==> config.mk <==
export PLATFORM = sky130hd
export DESIGN_NAME = bsm_unit
export DESIGN_NICKNAME = d
export VERILOG_FILES = /design/src/rtl/bsm_pkg.sv /design/src/rtl/bsm_mask_gen.sv /design/src/rtl/bsm_merge.sv /design/src/rtl/bsm_unit.sv
export SDC_FILE = /design/constraint.sdc
export NUM_CORES = 1
export LEC_CHECK = 0
export ABC_AREA = 1
export CAP_MARGIN = 20
export CORE_MARGIN = 2
export CORE_UTILIZATION = 37
export CTS_CLUSTER_SIZE = 16
export DETAILED_ROUTE_END_ITERATION = 7
export GPL_TIMING_DRIVEN = 0
export PLACE_DENSITY_LB_ADDON = 0.2
export SYNTH_ARGS = -nofsm -noshare
export SYNTH_HDL_FRONTEND = slang
export SYNTH_SLANG_ARGS = --single-unit
export TNS_END_PERCENT = 5
==> constraint.sdc <==
create_clock -name clk -period 1.1 [get_ports clk]
set_input_delay 0.11 -clock clk [delete_from_list [all_inputs] [get_ports clk]]
set_output_delay 0.11 -clock clk [all_outputs]
set_load 0.01 [all_outputs]
==> src/rtl/bsm_pkg.sv <==
// Package: shared opcode type and word width for the splice/merge unit.
// Assumes a two-bit opcode field supplied by the caller's decode.
package bsm_pkg;
    localparam int WORD_W = 32;

    typedef enum logic [1:0] {
        OP_SPL_R = 2'b00,
        OP_SPL_L = 2'b01,
        OP_MERGE = 2'b10,
        OP_PASS  = 2'b11
    } bsm_op_e;
endpackage

==> src/rtl/bsm_mask_gen.sv <==
// Builds a contiguous field mask of N ones from a count.
// LEFT=0 places the ones at the bottom of the word, LEFT=1 at the top.
// Assumes the count width can hold W; any count above W saturates to W.
module bsm_mask_gen #(
    parameter int W    = 32,
    parameter int CW   = 6,
    parameter bit LEFT = 1'b0
) (
    input  logic [CW-1:0] count,
    output logic [W-1:0]  mask
);
    int unsigned n_sat;

    // Saturate the count so that no shift by W or more can wrap.
    always_comb begin
        n_sat = (32'(count) > 32'(W)) ? 32'(W) : 32'(count);
    end

    generate
        for (genvar i = 0; i < W; i++) begin : g_bit
            if (LEFT) begin : g_hi
                // Bit i belongs to the top n_sat bits.
                always_comb mask[i] = (32'(i) + n_sat) >= 32'(W);
            end else begin : g_lo
                // Bit i belongs to the bottom n_sat bits.
                always_comb mask[i] = 32'(i) < n_sat;
            end
        end
    endgenerate
endmodule

==> src/rtl/bsm_merge.sv <==
// Bitwise select: takes a source bit where sel is 1 and keeps the destination bit where sel is 0.
// Assumes all three operands have the same width.
module bsm_merge #(
    parameter int W = 32
) (
    input  logic [W-1:0] dst,
    input  logic [W-1:0] src,
    input  logic [W-1:0] sel,
    output logic [W-1:0] out
);
    // Merge the two words under the select mask.
    always_comb out = (dst & ~sel) | (src & sel);
endmodule

==> src/rtl/bsm_unit.sv <==
// Top level of the splice/merge execution unit.
// It chooses a mask by opcode (a count-built low or high field, a direct mask, or none),
// merges the source into the destination under that mask and registers the result.
// Assumes the caller holds the operands stable only for the strobe cycle.
module bsm_unit
    import bsm_pkg::*;
#(
    parameter int W = bsm_pkg::WORD_W
) (
    input  logic         clk,
    input  logic         rst_n,
    input  logic         in_valid,
    input  logic [1:0]   opcode,
    input  logic [W-1:0] op_dst,
    input  logic [W-1:0] op_src,
    input  logic [W-1:0] op_ctl,
    output logic         res_valid,
    output logic [W-1:0] res_data
);
    localparam int CW = $clog2(W) + 1;

    bsm_op_e      op;
    logic [W-1:0] mask_lo;
    logic [W-1:0] mask_hi;
    logic [W-1:0] mask_sel;
    logic [W-1:0] merged;

    // Decode the raw opcode bits into the enum.
    always_comb op = bsm_op_e'(opcode);

    bsm_mask_gen #(.W(W), .CW(CW), .LEFT(1'b0)) u_mask_lo (
        .count (op_ctl[CW-1:0]),
        .mask  (mask_lo)
    );

    bsm_mask_gen #(.W(W), .CW(CW), .LEFT(1'b1)) u_mask_hi (
        .count (op_ctl[CW-1:0]),
        .mask  (mask_hi)
    );

    // Pick the field mask that matches the operation.
    always_comb begin
        unique case (op)
            OP_SPL_R: mask_sel = mask_lo;
            OP_SPL_L: mask_sel = mask_hi;
            OP_MERGE: mask_sel = op_ctl;
            default:  mask_sel = '0;
        endcase
    end

    bsm_merge #(.W(W)) u_merge (
        .dst (op_dst),
        .src (op_src),
        .sel (mask_sel),
        .out (merged)
    );

    // Register the result on a strobe and the valid flag on every cycle.
    always_ff @(posedge clk) begin
        if (!rst_n) begin
            res_valid <= 1'b0;
            res_data  <= '0;
        end else begin
            res_valid <= in_valid;
            if (in_valid) res_data <= merged;
        end
    end
endmodule

==> impl_metrics.env <==
export IMPL_met3_usage=0.0729
export IMPL_async_flop_share=0
export IMPL_slew_headroom=0.781
export IMPL_grt_pass1_wl_um=18100
export IMPL_grt_pass1_vias=3620
export IMPL_cp_max_fo=9
export IMPL_synth_edf_count=0
export IMPL_die_y_um=89.7
export IMPL_synth_fp_nets=571
export IMPL_ys_flop_type="dfxtp_1"
export IMPL_cts_hold_buffers_added=0
export IMPL_setup_tns_final_ns=-0.00613
export IMPL_pwr_share_comb=0.390
export IMPL_initial_utilization=0.379
export IMPL_leakagePower_nw=2.29
export IMPL_start_kind="primary input"
export IMPL_hold_path_class="in -> reg"
export IMPL_clock_path_buffers=2
export IMPL_routed_via_density=5.09
export IMPL_p_int_w=0.00284
export IMPL_antenna_found_initial=0
export IMPL_synth_top_area_frac=0.243
export IMPL_h_tree_depth=2
export IMPL_ys_top_cells_by_count="nand2_1, inv_1, nand3_1, a21oi_1, dfxtp_1"
export IMPL_p_sw_w=0.00135
export IMPL_clock_latency_ns=0.29
export IMPL_pwr_share_seq=0.317
export IMPL_cts_tree="built"
export IMPL_cp_arrival_ns=1.29
export IMPL_final_setup_worst_slack_ns=-0.00356
export IMPL_gp_congestion=0.948
export IMPL_core_area_um2=7180
export IMPL_cts_num_sinks=33
export IMPL_synth_area_leader_cell="dfxtp_1"
export IMPL_num_vias=3726
export IMPL_cts_reportedPaths_clkPinSlew_ns=0.08
export IMPL_grt_setup_unrepaired="true"
export IMPL_row_count=31
export IMPL_diodes=0
export IMPL_dp_cells=701
export IMPL_multi_input_area_um2=1960
export IMPL_end_kind="flip-flop"
export IMPL_regArea_um2=661
export IMPL_yosysUniqueCellTypes=34
export IMPL_worstPathRequired_ns=1.28
export IMPL_drt_iter0_markers=239
export IMPL_dp_hpwl_um=8660
export IMPL_dieArea_um2=8050
export IMPL_stdcell_count=732
export IMPL_ys_ff_latch=33
export IMPL_drive_above_1_share=0.213
export IMPL_grtUsageMet2=0.486
export IMPL_vdd_drop_max_mv=0.579
export IMPL_grt_ovfl_total=0
export IMPL_grt_busiest_layer="met2"
export IMPL_clock_fmax_mhz=906
export IMPL_avgSynthCellArea_um2=5.79
export IMPL_wl_um=11600
export IMPL_finalSetupViolations=2
export IMPL_grt_met1_usage=0.337
export IMPL_drc=0
export IMPL_io_pins=134
export IMPL_period_share=1.00
export IMPL_period_needed_ns=1.10
export IMPL_maxSlewViolCount=0
export IMPL_violations="negative setup slack"
export IMPL_dieWidth_um=89.7
export IMPL_cts_root_buf="clkbuf_8"
export IMPL_swShare=0.323
export IMPL_hold_viol=0
export IMPL_netlist_area_um2=2720
export IMPL_ant_nets=0
export IMPL_grt_usage=0.278
export IMPL_grt_max_degree=11
export IMPL_portBuffers=132
export IMPL_nFillCells=645
export IMPL_clockPowerShare=0.293
export IMPL_nets=733
export IMPL_maxCapViolCount=0
export IMPL_synth_seq_area_share=0.243
export IMPL_p_total_w=0.00419
export IMPL_yosysMostFrequentCell="nand2_1"
export IMPL_worstMarginPinSlew_ns=0.328
export IMPL_syn_inst=470
export IMPL_first_pass_iters=5
export IMPL_numCtsBuffers=5
export IMPL_wl_per_cell_um=15.9
export IMPL_outcome="complete, but fails checks"
export IMPL_crit_type="in -> reg"
export IMPL_ys_top_cells_by_area="dfxtp_1, nand2_1, nand3_1"
export IMPL_p_per_area_nw_per_um2=868
export IMPL_area_delta_synth_final_pct=77.6
export IMPL_fin_skew_ns=0
export IMPL_yosysWarnings=0
## registers in the layout, summed over array words and instances (netlist names)
register,cells
res_valid,1
res_data,32
## stage by stage
step / area (um2) / worst slack, ns / hold slack [ns] / utilization
floorplan: 2750 / -0.0283 / 0.208 / -
global placement: 4200 / -0.992 / 0.452 / 0.585
detailed placement: 4200 / -1.01 / 0.455 / 0.585
CTS: 4530 / -0.0925 / 0.334 / 0.631
global route: 4830 / -0.0696 / 0.380 / 0.673
finish: 4830 / -0.00356 / 0.327 / 0.673
## worst max-delay path, stage by stage
cell,delay (ns)
buf_2,0.18
buf_8,0.18
nand2_1,0.09
o21ai_2,0.27
nand2_1,0.10
nand2_1,0.13
a21oi_1,0.08
o21ai_0,0.07
a21oi_1,0.08
## logic make-up after synthesis
family                 after synthesis  share of synthesized area
AND/OR/NAND/NOR                    269                      0.446
buffers and inverters               82                      0.132
AO/OA/AOI/OAI                       86                      0.179
flip-flops                          33                      0.243
## repair_timing
item                                    in CTS  in global routing
pin swaps                                   10                 31
gates resized for setup                    111                 77
cloned                                       0                  1
endpoints found under the setup margin      65                 32
buffers inserted                            14                  8
## placed cells by master (no fill, tap or decap), types with 3 or more instances in the layout
cell and count:
nand3_1 50, nand3_2 6, nand3b_1 12, o211ai_1 5, nand4_1 11, a21oi_1 43
buf_12 4, a21o_1 5, nor2_2 4, o21ai_2 5, clkdlybuf4s50_1 92, inv_2 7
nor2_1 10, clkbuf_4 3, clkbuf_2 5, nand2_4 3, o21ai_1 5, inv_1 48
nand2_2 19, dfxtp_1 33, clkbuf_8 6, nor2_4 8, dlygate4sd2_1 33, buf_4 20
buf_2 5, o21ai_0 6, nand2_1 141, a21oi_2 7, inv_4 3, buf_6 8
## final timing paths
kind	from	to	slack, ns	cells past startpoint
setup / recovery	op_ctl[3]	res_data[3]	-0.004	9
hold / removal	opcode[0]	res_data[19]	0.33	5
setup reg to reg	res_data[15]	res_data[15]	0.47	2
hold reg to reg	res_data[24]	res_data[24]	0.46	2
## per-layer routing
layer,vias to the layer above,wire [um]
li1,1866,-
met1,1670,4960
met2,164,5620
met3,26,771
met4,0,253
met5,-,0
## power groups by stage
stage               combinational [W]  clock, W  sequential, W
finish                        0.00164   0.00123        0.00133
CTS                           0.00149   0.00123        0.00133
global route                  0.00177   0.00132        0.00134
detailed placement            0.00144         0        0.00136
floorplan                    0.000651         0        0.00140
global placement              0.00142         0        0.00135
## final cells by class
cell class                 count  area share
tap                           99      0.0256
sequential                    33       0.137
clock buffer                   7      0.0179
buffer                        19      0.0394
timing repair buffer         155       0.309
multi-input combinational    355       0.407
clock inverter                 1     0.00621
inverter                      63      0.0583
Note: power is estimated with default switching activity, not from simulation.
